**config.mk**
```make
export PLATFORM = sky130hd
export DESIGN_NAME = lfsr_raster_timer
export DESIGN_NICKNAME = d
export VERILOG_FILES = /design/src/rtl/vtg_pkg.sv /design/src/rtl/vtg_lfsr_axis.sv /design/src/rtl/vtg_window.sv /design/src/rtl/lfsr_raster_timer.sv
export SDC_FILE = /design/constraint.sdc
export NUM_CORES = 1
export LEC_CHECK = 0
export ABC_AREA = 1
export BUFFER_PORTS_ARGS = -buffer_cell sky130_fd_sc_hd__buf_4
export CORE_MARGIN = 2
export CORE_UTILIZATION = 35
export CTS_CLUSTER_SIZE = 24
export DETAILED_ROUTE_END_ITERATION = 10
export PLACE_DENSITY = 0.59
export SYNTH_ARGS = -nofsm -noshare
export SYNTH_HDL_FRONTEND = slang
export SYNTH_HIERARCHICAL = 1
export SYNTH_SLANG_ARGS = --single-unit
```
**constraint.sdc**
```tcl
create_clock -name clk -period 3.9 [get_ports clk]
set_input_delay 0.195 -clock clk [delete_from_list [all_inputs] [get_ports clk]]
set_output_delay 0.195 -clock clk [all_outputs]
set_load 0.02 [all_outputs]
```
**src/rtl/vtg_pkg.sv**
```systemverilog
package vtg_pkg;
   localparam int unsigned POS_W  = 16;
   localparam int unsigned CODE_W = 8;

   typedef logic [POS_W-1:0] pos_t;

   localparam pos_t SEED = '1;

   localparam logic [CODE_W-1:0] CODE_RUN  = 8'h00;
   localparam logic [CODE_W-1:0] CODE_DOWN = 8'h07;

   function automatic pos_t lfsr_next(input pos_t s);
      return {s[POS_W-2:0], s[15] ^ s[4] ^ s[2] ^ s[1]};
   endfunction
endpackage

```
**src/rtl/vtg_lfsr_axis.sv**
```systemverilog
module vtg_lfsr_axis
   import vtg_pkg::*;
#(
   parameter bit MATCH_STEPPED = 1'b0
) (
   input  logic clk,
   input  logic clear,
   input  logic adv,
   input  pos_t end_val,
   output pos_t cnt_q,
   output pos_t cnt_n,
   output logic wrap
);
   pos_t cnt_r;
   pos_t stepped;
   logic hit;

   assign stepped = lfsr_next(cnt_r);

   generate
      if (MATCH_STEPPED) begin : g_match_next
         assign hit = (stepped == end_val);
      end else begin : g_match_now
         assign hit = (cnt_r == end_val);
      end
   endgenerate

   assign wrap = adv & hit & ~clear;

   always_comb begin
      if (clear)      cnt_n = SEED;
      else if (!adv)  cnt_n = cnt_r;
      else if (hit)   cnt_n = SEED;
      else            cnt_n = stepped;
   end

   always_ff @(posedge clk) begin
      cnt_r <= cnt_n;
   end

   assign cnt_q = cnt_r;
endmodule

```
**src/rtl/vtg_window.sv**
```systemverilog
module vtg_window
   import vtg_pkg::*;
(
   input  logic clk,
   input  logic clear,
   input  logic upd,
   input  pos_t pos_n,
   input  pos_t on_val,
   input  pos_t off_val,
   output logic active
);
   always_ff @(posedge clk) begin
      if (clear) begin
         active <= 1'b0;
      end else if (upd) begin
         if (pos_n == off_val)      active <= 1'b0;
         else if (pos_n == on_val)  active <= 1'b1;
      end
   end
endmodule

```
**src/rtl/lfsr_raster_timer.sv**
```systemverilog
module lfsr_raster_timer
   import vtg_pkg::*;
#(
   parameter bit SYNC_ACT_LOW = 1'b0
) (
   input  logic              clk,
   input  logic              rst,
   input  logic              pix_en,
   input  logic              cfg_load,
   input  logic [CODE_W-1:0] blank_mode,
   input  logic [POS_W-1:0]  h_end,
   input  logic [POS_W-1:0]  h_sync_on,
   input  logic [POS_W-1:0]  h_sync_off,
   input  logic [POS_W-1:0]  h_win_on,
   input  logic [POS_W-1:0]  h_win_off,
   input  logic [POS_W-1:0]  v_end,
   input  logic [POS_W-1:0]  v_sync_on,
   input  logic [POS_W-1:0]  v_sync_off,
   input  logic [POS_W-1:0]  v_win_on,
   input  logic [POS_W-1:0]  v_win_off,
   output logic              hsync_o,
   output logic              vsync_o,
   output logic              de_o,
   output logic              line_start_o,
   output logic              frame_start_o
);
   localparam int unsigned N_FLAGS = 4;
   localparam int unsigned F_HS = 0;
   localparam int unsigned F_HW = 1;
   localparam int unsigned F_VS = 2;
   localparam int unsigned F_VW = 3;

   logic pd_q, pd_n, hold, step;
   pos_t h_cnt, h_nxt, v_cnt, v_nxt;
   logic h_wrap, v_wrap;
   logic [N_FLAGS-1:0] flag;
   pos_t flag_pos [N_FLAGS];
   pos_t flag_on  [N_FLAGS];
   pos_t flag_off [N_FLAGS];
   logic normal, hs_lvl, vs_lvl;

   // power-down latch: set by the down code, cleared only by a load
   assign pd_n = ~cfg_load & (pd_q | (blank_mode == CODE_DOWN));
   assign hold = rst | cfg_load | pd_n;
   assign step = pix_en & ~hold;

   always_ff @(posedge clk) begin
      if (rst) pd_q <= 1'b0;
      else     pd_q <= pd_n;
   end

   vtg_lfsr_axis #(.MATCH_STEPPED(1'b0)) u_h_axis (
      .clk     (clk),
      .clear   (hold),
      .adv     (step),
      .end_val (h_end),
      .cnt_q   (h_cnt),
      .cnt_n   (h_nxt),
      .wrap    (h_wrap)
   );

   vtg_lfsr_axis #(.MATCH_STEPPED(1'b1)) u_v_axis (
      .clk     (clk),
      .clear   (hold),
      .adv     (h_wrap),
      .end_val (v_end),
      .cnt_q   (v_cnt),
      .cnt_n   (v_nxt),
      .wrap    (v_wrap)
   );

   assign flag_pos[F_HS] = h_nxt;  assign flag_on[F_HS] = h_sync_on;  assign flag_off[F_HS] = h_sync_off;
   assign flag_pos[F_HW] = h_nxt;  assign flag_on[F_HW] = h_win_on;   assign flag_off[F_HW] = h_win_off;
   assign flag_pos[F_VS] = v_nxt;  assign flag_on[F_VS] = v_sync_on;  assign flag_off[F_VS] = v_sync_off;
   assign flag_pos[F_VW] = v_nxt;  assign flag_on[F_VW] = v_win_on;   assign flag_off[F_VW] = v_win_off;

   generate
      for (genvar gi = 0; gi < N_FLAGS; gi++) begin : g_flag
         vtg_window u_win (
            .clk     (clk),
            .clear   (hold),
            .upd     (step),
            .pos_n   (flag_pos[gi]),
            .on_val  (flag_on[gi]),
            .off_val (flag_off[gi]),
            .active  (flag[gi])
         );
      end
   endgenerate

   assign normal = (blank_mode == CODE_RUN) & ~pd_q;
   assign hs_lvl = flag[F_HS] & normal;
   assign vs_lvl = flag[F_VS] & normal;
   assign de_o   = flag[F_HW] & flag[F_VW] & normal;

   generate
      if (SYNC_ACT_LOW) begin : g_sync_low
         assign hsync_o = ~hs_lvl;
         assign vsync_o = ~vs_lvl;
      end else begin : g_sync_high
         assign hsync_o = hs_lvl;
         assign vsync_o = vs_lvl;
      end
   endgenerate

   assign line_start_o  = ~pd_q & (h_cnt == SEED);
   assign frame_start_o = line_start_o & (v_cnt == SEED);

   logic unused_ok;
   assign unused_ok = v_wrap;
endmodule

```
# Word-level counts from Yosys, hierarchy flattened
# Index checks and enable logic that the tools add are counted.
# classes
eq_ne,13
n_bitwise,23
muxes,14
reduce_logical,9
# ops
operator,n
equality test 16 bit,10
2-to-1 mux 16 bit,6
"equality test 16 bit, second input constant",2
bitwise AND 1 bit,11
"equality test 8 x 3 -> 1 bit, second input constant",1
zero test 8 bit,1
2-to-1 mux 1 bit,8
AND reduction 2 bit,4
nonzero test 2 bit,4
bitwise XOR 1 bit,6
inverter 1 bit,3
OR 1 bit,3
# totals
out_inout_bits,5
elab_cells,66
inputBits,172
regBits,37

# Logic depth before layout (Yosys ltp)
# Gate-level depths: netlist of the first run.
# depth
ltp_word,13
mapped_depth,31
ltp_nobuf,28

# Hierarchy
# Netlist of the first run, hierarchy kept.
# by_module_without_submodules
module,cells_per_inst,seq_area_each_um2,area_each_um2,instances
vtg_window,126,20.0,573.0,4
vtg_lfsr_axis at u_v_axis,181,320.3,1054.8,1
vtg_lfsr_axis at u_h_axis,158,320.3,999.7,1
lfsr_raster_timer,49,20.0,236.5,1

# Least setup slack after synthesis of the first run
# OpenSTA, ideal clock, no wires.
# synth_timing
kind,input to register
from,in blank_mode[4]
to,reg g_flag[2].u_win.active
n_path_buf,3
required_time_ns,3.790
cell_stages,30
setup_ns,0.110
arrival_time_ns,2.862
setup_slack_ns,0.927
cell_sequence,inv_1 nand2_1 nor2_2 nand2_1 nand3_1 nor2_1 buf_4 o21ai_1 nor2_1 nand2_1 nor2_2 nand3_4 nor2_1 buf_2 nand2_1 nor2_1 nand2_1 nor2_2 nand3_4 buf_6 nand2_2 inv_1 nand2_1 o21ai_0 nor2_1 nand2_1 nor2_1 nand2_1 nand2_1 nor2_2
# synth_via
elab_chain_cells,13
elab_cells_between_ends,15
classes_between,eq/ne: 3; mux: 3; bitwise: 7; reduce/logical: 2
# synth_rtl
item,line_no,source
"start, declared",lfsr_raster_timer.sv:10,"input logic [CODE_W-1:0] blank_mode,"
equality test 8 x 3 -> 1 bit *,lfsr_raster_timer.sv:43,assign pd_n = ~cfg_load & (pd_q | (blank_mode == CODE_DOWN));
OR 1 bit *,lfsr_raster_timer.sv:43,
bitwise AND 1 bit *,lfsr_raster_timer.sv:43,
OR 1 bit *,lfsr_raster_timer.sv:44,assign hold = rst | cfg_load | pd_n;
named net hold,lfsr_raster_timer.sv:33,"logic pd_q, pd_n, hold, step;"
inverter 1 bit *,-,
bitwise AND 1 bit *,lfsr_raster_timer.sv:45,assign step = pix_en & ~hold;
named net step,lfsr_raster_timer.sv:33,
bitwise AND 1 bit * (2 in series),vtg_lfsr_axis.sv:28,assign wrap = adv & hit & ~clear;
named net h_wrap,lfsr_raster_timer.sv:35,"logic h_wrap, v_wrap;"
2-to-1 mux 16 bit *,vtg_lfsr_axis.sv:32,else if (!adv) cnt_n = cnt_r;
2-to-1 mux 16 bit *,vtg_lfsr_axis.sv:31,if (clear) cnt_n = SEED;
named net v_nxt[9],lfsr_raster_timer.sv:34,"pos_t h_cnt, h_nxt, v_cnt, v_nxt;"
equality test 16 bit (on tied branches),"vtg_window.sv:17, vtg_window.sv:16",
nonzero test 2 bit (no source line),-,
AND reduction 2 bit (no source line),-,
"end signal, assigned",vtg_window.sv:14,active <= 1'b0;
"end signal, assigned",vtg_window.sv:16,if (pos_n == off_val) active <= 1'b0;
"end signal, assigned",vtg_window.sv:17,else if (pos_n == on_val) active <= 1'b1;
"end, declared",vtg_window.sv:10,output logic active
# Mark *: on every way through the listed nets, which the timed path passes. The rest lies on a longest branch.
# A chain may end at the register's enable or synchronous reset.

# Worst setup path in the final report of the first run
# layout_timing
from,reg pd_q
to,reg g_flag[3].u_win.active
# layout_via
elab_chain_cells,12
elab_cells_between_ends,14
classes_between,eq/ne: 2; mux: 3; bitwise: 7; reduce/logical: 2
# layout_rtl
item,line_no,source
"start, declared",lfsr_raster_timer.sv:33,
"start signal, assigned",lfsr_raster_timer.sv:49,else pd_q <= pd_n;
OR 1 bit *,lfsr_raster_timer.sv:43,
bitwise AND 1 bit *,lfsr_raster_timer.sv:43,
OR 1 bit *,lfsr_raster_timer.sv:44,
named net hold,lfsr_raster_timer.sv:33,
inverter 1 bit *,-,
bitwise AND 1 bit *,lfsr_raster_timer.sv:45,
named net step,lfsr_raster_timer.sv:33,
bitwise AND 1 bit * (2 in series),vtg_lfsr_axis.sv:28,
named net h_wrap,lfsr_raster_timer.sv:35,
2-to-1 mux 16 bit *,vtg_lfsr_axis.sv:32,
2-to-1 mux 16 bit *,vtg_lfsr_axis.sv:31,
named net v_nxt[9],lfsr_raster_timer.sv:34,
equality test 16 bit (on tied branches),"vtg_window.sv:17, vtg_window.sv:16",
nonzero test 2 bit (no source line),-,
AND reduction 2 bit (no source line),-,
"end signal, assigned",vtg_window.sv:14,
"end signal, assigned",vtg_window.sv:16,
"end signal, assigned",vtg_window.sv:17,
"end, declared",vtg_window.sv:10,
# Marks and branches as above.

==> results by stage, run 1 <==
Drt:
- The post-detailed-route count of antenna-violating nets is 0.
- The via-per-instance ratio is 4.337.
- The mean routed wirelength per cell is 12.24 µm.
- In the routed design, unresolved DRC markers number 0.
- The number of iterations in the first detailed-routing pass is 5.
- Summing over every cut layer, the via total after detailed routing is 5365.
- Wires add up to 15.14 mm.
- After the first detailed-routing iteration, the DRC count stood at 356.

Clock tree:
- In this run the clock root is driven by a clkbuf_16.
- Post-CTS timing repair inserted 0 buffers for setup.
- Gates resized during post-CTS repair numbered 0.
- Clock-pin slew was measured on the worst setup and hold paths at 60 ps.
- The clock tree from TritonCTS is built.
- The source-to-sink clock delay at the later pin of the worst-skew pair is 280 ps.
- The maximum level of the CTS H-tree is 2.
- No sink is reached through more buffers than the 2 on the longest clock path.
- The count of hold-fix buffers inserted at cts is 0.
- The number of clock buffers inserted by TritonCTS is 5.
- The TritonCTS sink count is 37.

Global route:
- The number of global-route vias before repair came to 5137.
- Global routing consumed, over all layers together, 21.71% of the routing resources.
- The first-pass GRT wire length is 24.73 mm.
- The number of antenna violations at the first check in global routing is 0.
- Summed over all layers, the global routing overflow is 0.
- The largest net degree at the start of global routing is 38.

Worst setup path:
- The biggest fanout along the worst timing path is 32.
- The type of element capturing the critical path is a flop.
- The signal on the critical path passes through inv_1, nand3_1, nor2_2, o21ai_1, nor2_1, nand2_1, nor2_2, nand3_4, nor2_2, buf_4, nor2_1, a211oi_1, nand2_2, inv_1, o21ai_0, nor2_1, nand3_1, nor2_1, nand2_1, nand2_1, nor2_2.
- The number of buffer and inverter instances along the worst setup path is 3.
- For this design, the slowest cell found on the critical path is dfxtp_1.
- The worst setup path is launched from a flop.
- The kind of critical path is reg -> reg.
- The largest single stage delay on the critical path is 320 ps.
- The endpoint identified for the worst register-to-register timing path is g_flag[3].u_win/active.
- The launching instance or port of the critical path is pd_q.
- The critical path data arrival time is 3350 ps.
- The register-to-register setup slack is 730 ps.
- The worst register-to-register path begins at pd_q.
- The cell count of the worst reg-to-reg path is 21.
- In this design, the largest share of critical-path delay is due to simple AND/OR/NAND/NOR gates.
- In this run the number of cells on the critical path is 21.
- The endpoint required time on the critical path is 4090 ps.
- The endpoint of the worst setup timing path is g_flag[3].u_win/active.

Timing:
- The number of slew-limit violations in the final report is 0.
- Dividing the final minimum period by the clock period gives 81.25%.
- Setup repair after global routing left no endpoint under its margin.
- Final hold analysis gives a worst-case slack of 178.1 ps.
- In the final timing run, aggregate negative setup slack is 0 ps.
- The number of hold violations in the final report came to 0.
- Setup violations remaining at the end of the flow were counted as 0.
- The setup skew after layout is 8.972 ps.
- The fmax is 0.3156 GHz.
- At the pin with the least slew margin, the transition time is 402.3 ps.
- The worst path in the final design needs a cycle of 3169 ps, including I/O delays and setup.
- The worst slew margin relative to its limit is 73.18%.

Pwr:
- The power density over cell area is 180.3 nW/µm².
- The worst supply voltage drop on vdd is 0.2002 mV.
- In this run the static leakage power is 3.856 nW.

Floorplan:
- The area of the die is 14020 µm².
- The number of standard-cell rows in the floorplan is 41.
- The initial standard-cell utilization of the core is 36.00%.
- The die is 118.4 µm tall.
- 177 I/O pins were placed.
- Measured along the x axis, the die boundary spans 118.4 µm.
- The region available for standard cell placement spans 12720 µm².

Yosys:
- The summed instance area of the synthesized netlist is 4579 µm².
- The Yosys warning count is 6.
- The post-synthesis cell count is 891.
- The synthesized netlist net count is 1063.
- Averaged over all synthesized cells, the footprint is 5.140 µm².

Place:
- The estimated wirelength of the detail-placed design is 12.98 mm.
- The global placer's final weighted congestion is 0.9001.
- During placement, the flow inserted port buffers numbering 176.

Cells and area:
- The area growth from synthesis to layout is 35.74%.
- The post-route netlist has 22.91% of its cells at a drive strength greater than 1.
- The number of diodes added for antenna fixing is 0.
- In the final design database the tool counted 1236 nets.

Worst hold path:
- The tightest min-delay check is of the in -> reg type.
- The number of stages on the worst hold path is 3.

Run status:
- The run finished with clean final reports.

Job:
- The tool flagged a number of max-cap violations equal to 0.
==> placed cells by master (no fill, tap or decap), drive strengths merged, types with 14 or more instances in the layout <==
| master | instances |
|---|---|
| buf | 179 |
| dfxtp | 37 |
| xnor2 | 31 |
| o21ai | 30 |
| a21oi | 14 |
| nand2 | 340 |
| nor2 | 137 |
| inv | 190 |
| a211oi | 26 |
| nand3 | 32 |
==> power breakdown <==
group	internal, mW	leakage (nW)	switching [mW]
Sequential	0.381	0.300	0.00397
Combinational	0.184	3.49	0.157
Clock	0.234	0.0696	0.160
==> worst min-delay path by stage <==
stage | end | slack [ps] | startpoint
6_report | pd_q | 180 | rst
5_1_grt | pd_q | 200 | rst
4_1_cts | pd_q | 170 | rst
3_5_place_dp | pd_q | 480 | rst
3_3_place_gp | pd_q | 480 | rst
2_1_floorplan | pd_q | 380 | rst
==> metal layers <==
metal,part of all wire [%],wire [µm],global-route usage [%],up-vias
met5,0,0,0,-
met4,1.1,166,4.390,0
met3,6.6,1002,3.282,10
met2,43,6581,34.97,142
met1,49,7387,30.68,2229
li1,-,-,-,2984
==> layout make-up <==
class / instances / area [µm²]
clock buffers: 5 / 125.1
clock inverters: 3 / 17.52
fillers: 1414 / 6506
inverters: 190 / 713.2
multi-input cells: 651 / 3060
flip-flops and latches: 37 / 740.7
well taps: 172 / 215.2
repair buffers: 179 / 1344
==> tightest hold or removal path, stage by stage <==
cell,delay [ps]
buf_4,80
nor2_1,40
a21boi_0,110
==> flip-flops by register name (all words and copies together), names as in the netlist <==
| register | flops |
|---|---|
| u_h_axis/cnt_q | 16 |
| u_v_axis/cnt_q | 16 |
| g_flag.u_win/active | 4 |
| pd_q | 1 |
==> metrics by stage <==
step | instance area (µm²) | cells | worst slack, ps | total power, mW | util, %
after floorplan | 4579 | 891 | 935.4 | 0.5448 | -
after global placement | 6073 | 1229 | 652.3 | 0.7366 | 47.74
after detailed placement | 6073 | 1229 | 612.1 | 0.7364 | 47.74
after CTS | 6216 | 1237 | 655.2 | 1.132 | 48.86
after global routing | 6216 | 1237 | 325.3 | 1.193 | 48.86
final | 6216 | 1237 | 731.4 | 1.121 | 48.86
Power figures use the tool's default switching activity.
==> run 2: changes to the inputs <==
Settings changed: PLACE_DENSITY 0.59 to 0.61.
Clock period 3.9 ns to 2.7 ns, I/O delays scaled along.
==> run 2 against run 1 <==
  * The flow now finishes with violations (negative setup slack)
  * Sequential share of layout area is 0.84 points lower
  * Clock skew down 1.3 ps
  * Via count up 3.8%
  * Flip-flop and latch count unchanged
  * Cell area rose by 7.8%
  * Worst hold slack worse by 30 ps
  * Die area did not move
  * Wire length is 2.5% higher
  * Critical path type unchanged
  * Highest routed layer unchanged
==> results by stage, run 2 (synthesis gave the netlist of run 1 again) <==
Run status:
- The flow ran to the end, but the final reports show violations.
- The checks that failed: negative setup slack.

Drt:
- The wire length after detailed routing is 15.51 mm.
- Dividing the detail-routed wire length by the instance count gives 12.19 µm.
- The initial detailed-routing violation count is 402.
- The final route contains 5567 vias.
- The number of iterations in the first detailed-routing pass is 5.
- For this run, design rule violations remaining after detail routing come to 0.
- The detail route stage leaves a number of antenna-violating nets equal to 0.
- The via-per-instance ratio is 4.373.

Floorplan:
- The vertical extent of the die is 118.4 µm.
- The die boundary width is 118.4 µm.
- For this configuration, the core starts out at a cell density of 36.00%.
- The number of standard-cell rows in the floorplan is 41.
- 177 I/O pins were placed.
- The area of the die is 14020 µm².
- The floorplan step defined a core boundary enclosing 12720 µm².

Global route:
- The largest net degree at the start of global routing is 37.
- The first-pass GRT wire length is 24.63 mm.
- The total overflow left after global routing is 0.
- For this run, the total global-route usage over all layers was measured as 21.74%.
- The number of global-route vias before repair was 4999.
- The number of antenna violations at the first check in global routing came to 0.

Worst setup path:
- The critical path data arrival time is 2950 ps.
- Of all nets on the critical path, the largest fanout is 8.
- The category of cells accounting for the largest share of critical-path delay is simple AND/OR/NAND/NOR gates.
- The kind of launch point of the worst setup path is a flop.
- Together, buffers and inverters on the worst path number 3.
- STA classifies the critical path endpoint as a flop.
- The worst setup path is of the reg -> reg kind.
- On the worst path, the slowest cell contributes a delay of 330 ps.
- For this design, the slowest cell found on the critical path is dfxtp_2.
- The most frequent cell on the critical path is nand2_1.
- The endpoint required time on the critical path is 2890 ps.

Timing:
- The number of slew-limit violations in the final report is 0.
- After layout, the minimum clock period comes to 2765 ps.
- The final worst setup slack is -65.50 ps.
- Static timing analysis puts the maximum clock frequency at 0.3616 GHz.
- The accumulated negative setup slack is -119.1 ps.
- Setup repair after global routing could not meet its margin everywhere.
- The hold slack is 148.6 ps.
- The number of hold violations in the final report is 0.
- The clock arrives with 7.712 ps of skew.
- The setup violation total in the final timing report is 2.
- The slew at the pin with the worst max-slew slack is 433.1 ps.
- The final critical path takes up 102.4% of the cycle.
- The worst slew margin relative to its limit is 71.13%.

Place:
- Summed over all nets, the half-perimeter wirelength after detailed placement is 13.05 mm.
- At the end of routability-driven placement, the weighted congestion stood at 0.9162.
- The count of buffers added on input and output ports is 176.
- The placed standard-cell area is 6404 µm².
- OpenSTA, run right after detailed placement, puts the worst setup slack at -256.7 ps.

Clock tree:
- The clock tree from TritonCTS is built.
- Clock-pin slew was measured on the worst setup and hold paths at 60 ps.
- In this run, CTS created clock tree buffers numbering 5.
- The maximum root-to-sink buffer count is 2.
- The count of hold-fix buffers inserted at cts is 0.
- The source-to-sink clock delay at the later pin of the worst-skew pair is 290 ps.
- The TritonCTS sink count is 37.
- The maximum level of the CTS H-tree is 2.
- Clock tree synthesis selected as its root buffer the cell clkbuf_16.

Pwr:
- The power density over cell area is 263.7 nW/µm².
- The part of the power in combinational logic is 28.9%.
- Of the total power, the share spent switching nets is 27.09%.
- The clock network accounts for 39.6% of the total power.
- In this run, flip-flops and latches consume 31.4% of the power.
- The worst supply voltage drop on vdd is 0.1686 mV.
- The cell-internal power is 1.288 mW.
- The net switching power figure is 478.4 µW.
- The reported leakage power is 4.062 nW.

Cells and area:
- For this run, the share of the core covered by cells in the final layout is 52.66%.
- 0 antenna diodes ended up in the layout.
- The library cell used most frequently in the layout, excluding fill and tap cells, is nand2_1.
- The flip-flop and latch area is 742.0 µm².
- The fraction of layout instances using a drive strength above 1 is 27.43%.
- The fill cell instance count of the final layout is 1380.
- In the layout the commonest cells are nand2_1 (316), buf_4 (212), inv_1 (168), nor2_1 (115), dfxtp_1 (36).
- Summing all non-filler instances in the final layout gives an area of 6699 µm².
- The area growth from synthesis to layout is 46.28%.
- For this run, the post-layout net count is 1272.
- The multi-input combinational cell area is 3209 µm².

Job:
- The max-capacitance violation count is 0.

Worst hold path:
- The class of the tightest hold or removal check is in -> reg.
-- run 2: changes by cell type in the layout (fill, tap and decap cells not counted), sizes merged --
cell    change
clkbuf      +1
clkinv      -2
buf        +36
bufinv      +1
-- run 2: path summary, 6_finish.rpt --
path / startpoint / to / slack, ps / cells past startpoint
worst min-delay path: cfg_load / pd_q / 150 / 3
worst max-delay path: pd_q / g_flag[3].u_win/active / -70 / 25
worst max register to register: pd_q / g_flag[3].u_win/active / -70 / 25
worst min register to register: g_flag[0].u_win/active / g_flag[0].u_win/active / 520 / 4
-- run 2: area by class of cell --
class | count | share of cell area [%]
tap | 172 | 3.213
inverter | 190 | 10.65
timing repair buffer | 215 | 24.52
multi-input combinational | 651 | 47.91
clock buffer | 6 | 2.073
clock inverter | 2 | 0.5603
sequential | 37 | 11.08
-- run 2: layer usage --
metal / track usage [%] / routed length, µm / share of wire, % / vias to the layer above
li1: - / - / - / 3062
met1: 31.02 / 7530 / 49 / 2353
met2: 35.01 / 6944 / 45 / 144
met3: 2.751 / 897 / 5.8 / 8
met4: 4.464 / 142 / 0.92 / 0
met5: 0 / 0 / 0 / -
-- run 2: worst min-delay path: cells and delay by family --
family,cells,cell delay [ps]
compound gates,1,120
buf+inv,1,80
simple gates,1,60
-- run 2: metrics by stage --
stage,power (mW),std cells
floorplan,0.7903,891
global placement,1.074,1263
detailed placement,1.075,1263
CTS,1.775,1271
global route,1.851,1273
finish,1.766,1273
-- run 2: power by group through the flow --
| stage | clock [mW] | combinational (mW) | sequential, mW |
|---|---|---|---|
| finish | 0.700 | 0.511 | 0.555 |
| global route | 0.727 | 0.568 | 0.556 |
| CTS | 0.709 | 0.511 | 0.555 |
| detailed placement | 0 | 0.508 | 0.567 |
| global placement | 0 | 0.507 | 0.567 |
| floorplan | 0 | 0.223 | 0.567 |
-- run 2: what timing repair did --
item,CTS,global route
setup endpoints to repair,2,2
gates resized for setup,7,18
buffers inserted,0,2
pin swaps,3,4
cloned,0,0
==> run 3: changes to the inputs <==
Settings changed: CORE_ASPECT_RATIO set to 1.4, CTS_CLUSTER_DIAMETER set to 40.
==> run 3 against run 2 <==
  * The run now ends clean
  * Register-to-register slack better by 110 ps
  * Setup slack better by 110 ps
  * Combinational power rose by 1%
  * Count of clock-buffer cells in the layout grew 1
  * Sequential share of layout area decreased by 0.11 points
  * Core utilization increased by 0.15 points
  * Critical path depth fell by 4
  * Power down 2.6%
==> results by stage, run 3 (synthesis gave the netlist of run 1 again) <==
Worst setup path:
- The endpoint required time on the critical path is 2940 ps.
- The kind of critical path is reg -> reg.
- At the worst endpoint, the arrival time is 2890 ps.
- Walking the worst path, the cells encountered are inv_2, nand2_1, nand2_1, nor2_2, nand2_1, nor2_2, nand3_4, nor2_4, buf_8, buf_4, nor2_1, a211oi_1, nand2_1, buf_4, xnor2_1, nand3_1, nor2_1, nand3_1, nand2_1, inv_1, nor2_2.
- For this design, the slowest cell found on the critical path is dfxtp_1.
- The cell count of the worst reg-to-reg path is 21.
- The worst setup path is launched from a flop.
- The number of buffer and inverter instances along the worst setup path is 5.
- The type of element capturing the critical path is a flop.
- The biggest fanout along the worst timing path is 6.
- The register-to-register setup slack is 40 ps.
- The most frequent cell on the critical path is nand2_1.
- The peak per-stage delay on the critical path is 380 ps.
- The category of cells accounting for the largest share of critical-path delay is simple AND/OR/NAND/NOR gates.
- The startpoint identified for the worst register-to-register timing path is u_h_axis/cnt_q[7].
- The end of the worst register-to-register path is g_flag[3].u_win/active.

Cells and area:
- The final layout net count is 1284.
- The post-route netlist has 28.30% of its cells at a drive strength greater than 1.
- The most common cell after layout, fill and taps aside is nand2_1.
- The repair_antennas step left the layout with diodes totalling 0.
- Leaving out fill and tap cells, the most frequent cells in the layout are nand2_1 (318), buf_4 (221), inv_1 (167), nor2_1 (116), dfxtp_1 (36).
- Compared with the post-synthesis result, the final layout area differs by 47.76%.

Clock tree:
- The number of clock buffers inserted by TritonCTS is 5.
- In this run, post-CTS hold repair placed 0 buffers.
- The clock drives 37 sinks.
- The maximum level of the CTS H-tree is 2.
- After clock tree synthesis, the clock-pin slew on the worst setup and hold paths is 70 ps.
- The master cell of the clock root buffer is clkbuf_16.
- The clock tree from TritonCTS is built.
- The source-to-sink clock delay at the later pin of the worst-skew pair is 290 ps.
- The maximum root-to-sink buffer count is 2.

Timing:
- Setup violations remaining at the end of the flow were counted as 0.
- Across all setup checks in the final design, the least slack found is 44.46 ps.
- The number of hold violations in the final report came to 0.
- The minimum period implied by the final worst setup slack is 2656 ps.
- Timing would allow up to 0.3766 GHz.
- The clock arrives with 12.30 ps of skew.
- The final worst-path cycle share is 98.35%.
- Setup repair after global routing could not meet its margin everywhere.
- The number of slew-limit violations in the final report is 0.
- The slew at the pin with the worst max-slew slack is 473.3 ps.
- The worst slew margin relative to its limit is 68.45%.

Worst hold path:
- In this run the most critical hold path is launched from rst.
- The path with the worst hold slack has its endpoint at pd_q.
- The number of stages on the worst hold path is 3.
- The class of the tightest hold or removal check is in -> reg.

Floorplan:
- The floorplan has 49 rows.
- The initial standard-cell utilization of the core is 35.74%.
- The area inside the core boundary is 12810 µm².
- The die is 139.3 µm tall.
- The floorplan step defined a die boundary enclosing 14030 µm².
- The die boundary width is 100.7 µm.
- The boundary pin count is 177.

Place:
- The wire-length estimate of the detail-placed layout is 14.08 mm.
- The number of input and output port buffers inserted is 176.
- Routability-driven placement finished with a final weighted congestion of 0.9781.
- At the placement stage, the worst setup path has a slack of -316.3 ps.

Job:
- Max-cap violations in this run came to 0.

Pwr:
- Summed over all cells, the static leakage comes to 4.124 nW.
- The power density over cell area is 254.4 nW/µm².
- Across the VDD grid, the largest voltage drop is 0.2102 mV.
- The design draws 1.721 mW.

Drt:
- The mean routed wirelength per cell is 13.09 µm.
- Dividing the detail-routed via count by the number of cells gives 4.517.
- The post-detailed-route count of antenna-violating nets is 0.
- The wire length after detailed routing is 16.57 mm.
- The total number of vias is 5719.
- The initial detailed-routing violation count is 162.
- For this run, design rule violations remaining after detail routing come to 0.
- The first detailed-routing pass took 4 iterations.

Global route:
- The leftover overflow at the end of global routing is 0.
- The first global-routing pass estimated 26.12 mm of wire.
- The largest net degree at the start of global routing is 38.
- The number of global-route vias before repair came to 5591.
- Global routing used 23.59% of the available tracks across all layers.
- The number of antenna violations at the first check in global routing is 0.

Run status:
- The flow ran to the end, and the final reports show no timing, DRC or antenna violations.
run 3: how the worst max path moves through the flow:
stage	start	to	slack [ps]	cells past startpoint
CTS	pd_q	g_flag[3].u_win/active	6	27
global route	pd_q	g_flag[3].u_win/active	-280	24
global placement	cfg_load	g_flag[3].u_win/active	-350	22
detailed placement	cfg_load	g_flag[3].u_win/active	-320	22
floorplan	pd_q	g_flag[2].u_win/active	-20	27
finish	u_h_axis/cnt_q[7]	g_flag[3].u_win/active	40	21
run 3: worst reg2reg max path, cell delays in order (launching register included):
cell and delay (ps):
dfxtp_1 380, inv_2 50, nand2_1 50, nand2_1 60, nor2_2 160, nand2_1 80
nor2_2 120, nand3_4 90, nor2_4 110, buf_8 130, buf_4 110, nor2_1 40
a211oi_1 170, nand2_1 170, buf_4 200, xnor2_1 240, nand3_1 100, nor2_1 110
nand3_1 80, nand2_1 60, inv_1 40, nor2_2 60
run 3: layer usage:
layer  wire (µm)  track usage (%)
met4         650            10.24
met3         897            3.365
met5           0                0
met1        6250            25.02
met2        8771            44.84
run 3: metrics by stage:
step                      hold WS, ps  TNS (ps)  area [µm²]  util [%]  std cells
final                           145.6         0        6766     52.81       1266
after detailed placement        457.5    -567.0        6395     49.91       1246
after CTS                       147.6         0        6745     52.64       1266
after global routing            162.3    -542.0        6766     52.81       1266
after global placement          454.7    -617.6        6395     49.91       1246
after floorplan                 342.6    -30.55        4659         -        891
run 3: power by group:
group          switching (mW)  internal (mW)  total (mW)
Clock                   0.253          0.397       0.649
Sequential            0.00380          0.551       0.554
Combinational           0.241          0.276       0.517
run 3: cell type report:
| class | count | area (µm²) |
|---|---|---|
| fill | 1359 | 6047 |
| multi-input combinational | 651 | 3211 |
| timing repair buffer | 227 | 1745 |
| sequential | 37 | 742.0 |
| inverter | 190 | 715.7 |
| tap | 153 | 191.4 |
| clock buffer | 7 | 152.6 |
| clock inverter | 1 | 8.758 |
run 3: what timing repair did:
item | 4_1_cts | 5_1_grt
resized for setup | 26 | 7
setup endpoints to repair | 2 | 2
pin swaps | 17 | 6
setup buffers | 12 | 0
